<file path="src/rtl/tof_calc.sv">
module tof_calc #(
  parameter int BYTES_PER_WORD = 3,
  parameter int REF_PS         = 62500,
  parameter int CAL_PERIODS    = 2
) (
  input  logic                                        clk,
  input  logic                                        rst_n,
  input  logic                                        byte_valid,
  input  logic [7:0]                                  byte_data,
  output logic                                        busy,
  output logic                                        done,
  output logic                                        div_err,
  output logic [8*BYTES_PER_WORD+$clog2(REF_PS+1)-1:0] interval_ps
);
  localparam int WORD_W  = 8 * BYTES_PER_WORD;
  localparam int REF_W   = $clog2(REF_PS + 1);
  localparam int PROD_W  = WORD_W + REF_W;
  localparam int NBYTES  = 3 * BYTES_PER_WORD;
  localparam int IDX_W   = $clog2(NBYTES);
  localparam int CNT_W   = $clog2(PROD_W);
  localparam int CAL_DIV = CAL_PERIODS - 1;

  typedef enum logic [1:0] {S_COLLECT, S_PREP, S_DIV} state_t;

  state_t              state;
  logic [IDX_W-1:0]    idx;
  logic [WORD_W-1:0]   t_word, a_word, b_word;
  logic [WORD_W-1:0]   rem;
  logic [PROD_W-1:0]   quo;
  logic [CNT_W-1:0]    cnt;

  logic [WORD_W-1:0]   cal;
  logic                cal_bad;
  logic [PROD_W-1:0]   product;
  logic [WORD_W:0]     rem_shift;
  logic                ge;
  logic [WORD_W-1:0]   rem_next;
  logic [PROD_W-1:0]   quo_next;

  assign cal       = (b_word - a_word) / WORD_W'(CAL_DIV);
  assign cal_bad   = (b_word <= a_word) || (cal == '0);
  assign product   = PROD_W'(t_word) * PROD_W'(REF_PS);
  assign rem_shift = {rem, quo[PROD_W-1]};
  assign ge        = rem_shift >= {1'b0, cal};
  assign rem_next  = ge ? WORD_W'(rem_shift - {1'b0, cal}) : rem_shift[WORD_W-1:0];
  assign quo_next  = {quo[PROD_W-2:0], ge};
  assign busy      = (state != S_COLLECT);

  always_ff @(posedge clk) begin
    if (!rst_n) begin
      state       <= S_COLLECT;
      idx         <= '0;
      t_word      <= '0;
      a_word      <= '0;
      b_word      <= '0;
      rem         <= '0;
      quo         <= '0;
      cnt         <= '0;
      done        <= 1'b0;
      div_err     <= 1'b0;
      interval_ps <= '0;
    end else begin
      done <= 1'b0;
      case (state)
        S_COLLECT: if (byte_valid) begin
          if (idx < IDX_W'(BYTES_PER_WORD))
            t_word <= {t_word[WORD_W-9:0], byte_data};
          else if (idx < IDX_W'(2*BYTES_PER_WORD))
            a_word <= {a_word[WORD_W-9:0], byte_data};
          else
            b_word <= {b_word[WORD_W-9:0], byte_data};
          if (idx == IDX_W'(NBYTES-1)) begin
            idx   <= '0;
            state <= S_PREP;
          end else begin
            idx <= idx + 1'b1;
          end
        end
        S_PREP: if (cal_bad) begin
          interval_ps <= '0;
          div_err     <= 1'b1;
          done        <= 1'b1;
          state       <= S_COLLECT;
        end else begin
          quo   <= product;
          rem   <= '0;
          cnt   <= '0;
          state <= S_DIV;
        end
        S_DIV: begin
          rem <= rem_next;
          quo <= quo_next;
          cnt <= cnt + 1'b1;
          if (cnt == CNT_W'(PROD_W-1)) begin
            interval_ps <= quo_next;
            div_err     <= 1'b0;
            done        <= 1'b1;
            state       <= S_COLLECT;
          end
        end
        default: state <= S_COLLECT;
      endcase
    end
  end

  p_done_single_r4: assert property (@(posedge clk) disable iff (!rst_n)
    done |=> !done);

  p_busy_ends_with_done_r6: assert property (@(posedge clk) disable iff (!rst_n)
    $fell(busy) |-> done);

  p_frozen_while_busy_r6: assert property (@(posedge clk) disable iff (!rst_n)
    (busy && byte_valid) |=> ($stable(idx) && $stable(t_word) && $stable(a_word) && $stable(b_word)));

  p_err_zero_r5: assert property (@(posedge clk) disable iff (!rst_n)
    (done && div_err) |-> (interval_ps == '0));

  p_err_path_r5: assert property (@(posedge clk) disable iff (!rst_n)
    (state == S_PREP && b_word <= a_word) |=> (done && div_err));

  p_idx_range_r1: assert property (@(posedge clk) disable iff (!rst_n)
    idx < IDX_W'(NBYTES));
endmodule

</file>
<file path="config.mk">
export PLATFORM = sky130hd
export DESIGN_NAME = tof_calc
export DESIGN_NICKNAME = d
export VERILOG_FILES = /design/src/rtl/tof_calc.sv
export SDC_FILE = /design/constraint.sdc
export NUM_CORES = 1
export LEC_CHECK = 0
export BUFFER_PORTS_ARGS = -buffer_cell sky130_fd_sc_hd__buf_2
export CELL_PAD_IN_SITES_DETAIL_PLACEMENT = 0
export CELL_PAD_IN_SITES_GLOBAL_PLACEMENT = 1
export CORE_ASPECT_RATIO = 1.1
export CORE_MARGIN = 2
export CORE_UTILIZATION = 49
export CTS_CLUSTER_SIZE = 25
export DETAILED_ROUTE_END_ITERATION = 10
export PLACE_DENSITY = 0.78
export SLEW_MARGIN = 0
export SYNTH_ARGS = -nofsm -noshare
export SYNTH_HDL_FRONTEND = slang
export SYNTH_SLANG_ARGS = --single-unit
</file>
<file path="constraint.sdc">
create_clock -name clk -period 7.75 [get_ports clk]
set_input_delay 1.1625 -clock clk [delete_from_list [all_inputs] [get_ports clk]]
set_output_delay 1.1625 -clock clk [all_outputs]
set_load 0.01 [all_outputs]
</file>
== After elaboration in Yosys (flattened, before gate mapping) ==
Cells that the tools add are included.
Storage, ports and cells
  output and inout port bits: 43
  input bits: 11
  bits in registers: 190
Cells by class
  bitwise gates (word level): 2
  multipliers: 1
  multiplexer cells: 22
  $add $sub $neg: 4
  eq/ne operators: 9
  reductions and logical operators: 12
  $lt $le $gt $ge: 4
Operators with widths (count)
  $pmux 40 s2: 2
  $mux 40: 3
  $mux 24: 2
  $pmux 24 s2: 1
  $sub 24x24->24: 2
  $mul 24x14->38 const B: 1
  $ge 25x24->1: 1
  $le 24x24->1: 1
  $logic_not 24->1: 1
  $pmux 6 s2: 1
  $ne 2x2->1 const B: 5
  $reduce_and 3->1: 3
  $mux 2: 4
  $reduce_and 4->1: 2
  $add 6x1->6 const B: 1
  $eq 6x6->1 const B: 1
  $mux 6: 1
  $pmux 2 s3: 1
  $add 4x1->4 const B: 1
  $eq 4x4->1 const B: 1
  $lt 4x2->1 const B: 1
  $lt 4x3->1 const B: 1
  $mux 1: 4
  $mux 4: 1
  8 further kinds: 12

== Logic depth before layout (Yosys ltp) ==
  depth after elaboration: 5
  depth in mapped cells: 22

== Least setup slack after synthesis ==
Ideal clock, no wire load.
  path kind: register -> register
  from: register t_word[3]
  to: register quo[33]
  slack: 2213 ps
  cell stages (with the launch flop): 22
  arrival time: 5397 ps
  library setup time: 140 ps
  buffers on the path: 0
  cell sequence: dfxtp_1 -> inv_1 -> fa_1 -> inv_1 -> fa_1 -> fa_1 -> fa_1 -> ha_1 -> inv_1 -> fa_1 -> inv_1 -> ha_1 -> a21oi_1 -> o21ai_0 -> o21ai_0 -> o21ai_0 -> o21ai_0 -> nand2_1 -> a41oi_1 -> xnor2_1 -> a2111oi_0 -> nor3_1
Between the ends
  word-level cells in the longest chain between the ends: 3
Ends and longest elaborated chain
  from (decl): line 27  | logic [WORD_W-1:0] t_word, a_word, b_word;
  from (signal assigned): line 67  | t_word <= {t_word[WORD_W-9:0], byte_data};
  $mul 24x14->38: line 42  | assign product = PROD_W'(t_word) * PROD_W'(REF_PS);
  $mux 40: line 79  | S_PREP: if (cal_bad) begin
  $pmux 40 s2: line 64  | case (state)
  to (signal assigned): line 85  | quo <= product;
  to (signal assigned): line 92  | quo <= quo_next;
  to (decl): line 29  | logic [PROD_W-1:0] quo;
Every way passes these cells. The select of a mux whose other input is x is not followed.
A chain may end at the register's enable or synchronous reset.

== Worst setup path in the final report ==
Same ends and word-level chain as after synthesis.

==> summary.txt <==
Yosys
  – Post-synthesis cell type count: 76
  – Area fraction in compound gates after synthesis: 0.1878
  – Most common flop cell mapped by yosys: dfxtp_1
  – Warning count from the yosys run: 0
  – Basic-gate share of the synthesized area counting and, or, nand and nor cells: 0.1366
  – Post-Synthesis Cell Area: between 15000 and 20000 µm²
  – Fraction of the yosys area taken by sequential cells: 0.2427
  – Post-synthesis cell count: ~1800
  – Number of flops mapped to enable cells by yosys: 0
  – Syn avg cell area: 8.684 µm²
  – Arithmetic-cell share of the synthesized area counting full adders, half adders and majority gates: 0.2700
  – Share of the synthesized netlist area taken by xor and xnor gates: 0.03912
  – Yosys reg bits: 190
  – Fraction of synthesis flops using an asynchronous set or reset pin: 0
  – Fraction of synthesized area in multiplexers: 0.05245
  – Combinational family with the most area after synthesis: adder cells
  – Post-Syn Nets: ~2100

STA
  – Slew @ Worst Pin: 1.028 ns
  – Shortest period the worst path allows: 6.103 ns
  – Maximum clock skew at final layout: about 0.019 ns
  – Final critical-path setup slack: ~1.6 ns
  – Hold WS: approximately 0.47 ns
  – Final hold vios: 0
  – Setup total negative slack: 0 ns
  – Max-slew headroom at the worst pin: 0.3149
  – Fraction of the cycle the final worst path needs: 0.7875
  – Setup repair after global routing missed its margin: no
  – Final setup viols: 0
  – Slew Viols, Final: 0
  – Highest clock rate: roughly 0.16 GHz

Status
  – Run status: finished clean

Floorplanning
  – Horizontal die dimension: 174.5 µm
  – Area of the die: 33440 µm²
  – # IOs: 54
  – Initial core utilization: 0.4979
  – Cell row count: between 60 and 70
  – Placeable core region: about 31000 µm²
  – Die height: approximately 190 µm

GRT
  – Largest net degree at the start of global routing: between 70 and 80
  – Total congestion overflow after global routing: 0
  – First-pass GRT wire length: 64640 µm
  – Antenna violations before repair: 1
  – Total global routing track utilization: 0.2423
  – Via count of the first global-routing pass: 12460

Placed design
  – Port Buffers: 53
  – Placed wire-length estimate: 30430 µm
  – Worst slack, placed: around 1.6 ns
  – Routability Congestion: 0.8891
  – Standard cell area after detailed placement: 16200 µm²

Clock network
  – Clk pin slew, worst setup/hold paths: 0.08 ns
  – Number of buffers created by CTS: 17
  – Insertion delay of the later-clocked pin in the worst-skew pair: ~0.45 ns
  – Hold buffer count at CTS: 0
  – Max Root-Sink Buffers: 2
  – Root Driver: clkbuf_16
  – Post-CTS Setup Bufs: 0
  – Count of clock tree sinks: 190
  – TritonCTS clock tree: yes
  – H-Tree Level Count: 4
  – Post-CTS resize count: 0

Setup path
  – Startpoint type of the worst setup path: register
  – Worst reg2reg path endpoint: quo[33]
  – Highest fanout seen on the critical path: 7
  – Critical Path Sink Type: register
  – Register-to-register setup slack: ~1.6 ns
  – Cell count of the worst reg-to-reg path: 21
  – Critical path data arrival time: 6.41 ns
  – Critical path start-end classification: register to register
  – Required time of the critical path: ~8.1 ns
  – Worst reg2reg path startpoint: t_word[3]

Final layout
  – Most frequent cells in the layout: 200 x inv_1, 190 x dfxtp_1, 182 x ha_1
  – Leading cell type in the layout, fill and taps excluded: inv_1
  – Fraction of final layout cells with drive strength greater than 1: 0.08452
  – Cell area after layout: roughly 17000 µm²
  – Synth-to-Final Area Change: 7.360%
  – Final Net Count: 2100

Routing
  – Remaining design rule violation count: 0
  – Met2 wire len: between 20000 and 25000 µm
  – Total number of vias: roughly 12000
  – Detailed Routing Iterations Pass 1: 5
  – Violation count after the first detailed-routing iteration: 604
  – Antenna viol nets, final: 0
  – Routed vias/inst: 5.565
  – DRT Wirelength: between 30000 and 40000 µm
  – Highest routed layer: met4
  – Wire length the detailed router placed on met1: ~16000 µm
  – DR WL/cell: between 15 and 20 µm
  – Routed met3 length: around 930 µm

Min path
  – Endpoint with the worst hold slack: b_word[19]
  – Hold path startpoint: b_word[19]
  – Min-Delay Path Class: register to register
  – Hold Crit Depth: 2

Power
  – Leakage power: ~8 nW
  – Pwr/cell area: 170.3 nW/µm²
  – VDD IR max: about 0.14 mV

Run
  – Number of violations of the max-capacitance limit: 0
-- stage by stage --
stage | total power [mW] | util | cells
floorplan | 1.752 | - | 1805
global placement | 1.963 | 0.5145 | 2210
detailed placement | 1.979 | 0.5145 | 2210
CTS | 2.904 | 0.5345 | 2242
global route | 3.052 | 0.5345 | 2242
finish | 2.865 | 0.5345 | 2243
-- registers in the layout (all words and copies together), names as in the netlist --
signal and cells:
quo 40, div_err 1, a_word 24, t_word 24
rem 24, cnt 6, interval_ps 40, done 1
state 2, idx 4, b_word 24
-- cells in the mapped netlist, types with 6 or more instances --
cell | n | area (µm²)
a2111oi_0 | 7 | 61.31
xor2_1 | 15 | 131.4
a211oi_1 | 13 | 97.59
o211a_1 | 12 | 120.1
o22ai_1 | 7 | 43.79
nand2b_1 | 7 | 43.79
or3_1 | 9 | 56.30
o21ai_0 | 70 | 350.3
fa_1 | 97 | 1942
o21bai_1 | 6 | 45.04
dfxtp_1 | 190 | 3804
ha_1 | 183 | 2290
mux2i_1 | 63 | 630.6
nor2_1 | 143 | 536.8
and2_1 | 29 | 181.4
buf_2 | 12 | 60.06
inv_1 | 200 | 750.7
clkbuf_1 | 51 | 191.4
nor3_1 | 21 | 105.1
nand2_1 | 180 | 675.7
o2bb2ai_1 | 22 | 192.7
mux2_2 | 12 | 135.1
nand4_1 | 12 | 75.07
buf_6 | 6 | 67.56
o21a_1 | 19 | 142.6
o211ai_1 | 15 | 112.6
nand3_1 | 20 | 100.1
a211oi_2 | 14 | 175.2
a21o_1 | 35 | 262.8
nor2b_1 | 11 | 68.82
or2_2 | 8 | 50.05
a31oi_1 | 7 | 43.79
xnor2_1 | 55 | 481.7
and3_1 | 10 | 62.56
a21oi_1 | 163 | 815.8
-- critical path, stage by stage (launching register included) --
cell and delay [ns]:
dfxtp_1 0.49, inv_1 0.18, fa_1 0.57, inv_1 0.06
fa_1 0.50, fa_1 0.58, fa_1 0.43, ha_1 0.30
inv_1 0.06, fa_1 0.50, inv_1 0.04, ha_1 0.35
a21oi_1 0.16, o21ai_0 0.11, o21ai_0 0.15, o21ai_0 0.13
o21ai_0 0.29, nand2_1 0.20, a41oi_1 0.27, xnor2_1 0.09
a2111oi_0 0.43, nor3_1 0.07
-- logic make-up after synthesis --
family | Yosys count
buf+inv | 277
fa+ha+maj | 280
xor+xnor | 70
compound gates | 436
flops | 190
mux | 80
simple gates | 472
-- per-layer routing --
metal | vias up | GRT usage
met5 | - | 0
met1 | 6044 | 0.2801
met2 | 175 | 0.4615
met4 | 0 | 0.08301
li1 | 6208 | -
met3 | 56 | 0.02870
-- report_power, final --
| part | switching [mW] | leakage (nW) | internal [mW] |
|---|---|---|---|
| clock | 0.477 | 0.302 | 0.447 |
| combinational | 0.561 | 6.12 | 0.383 |
| sequential | 0.0165 | 1.53 | 0.982 |
-- final cells by class --
| type | instances | area [µm²] |
|---|---|---|
| antenna | 1 | 2.502 |
| clock buffer | 17 | 425.4 |
| clock inverter | 15 | 203.9 |
| fill | 3022 | 14650 |
| inverter | 201 | 757.0 |
| multi-input combinational | 1338 | 10780 |
| sequential | 190 | 3804 |
| tap | 420 | 525.5 |
| timing repair buffer | 61 | 325.3 |
-- worst max-delay path by stage --
stage	start	slack [ns]	to	depth (start not counted)
2_1_floorplan	t_word[3]	2.21	quo[33]	21
3_3_place_gp	t_word[3]	1.76	quo[33]	21
3_5_place_dp	t_word[3]	1.61	quo[33]	21
4_1_cts	t_word[3]	1.61	quo[33]	21
5_1_grt	t_word[3]	1.07	quo[31]	21
6_report	t_word[3]	1.65	quo[33]	21
Note: power is estimated with default switching activity, not from simulation.
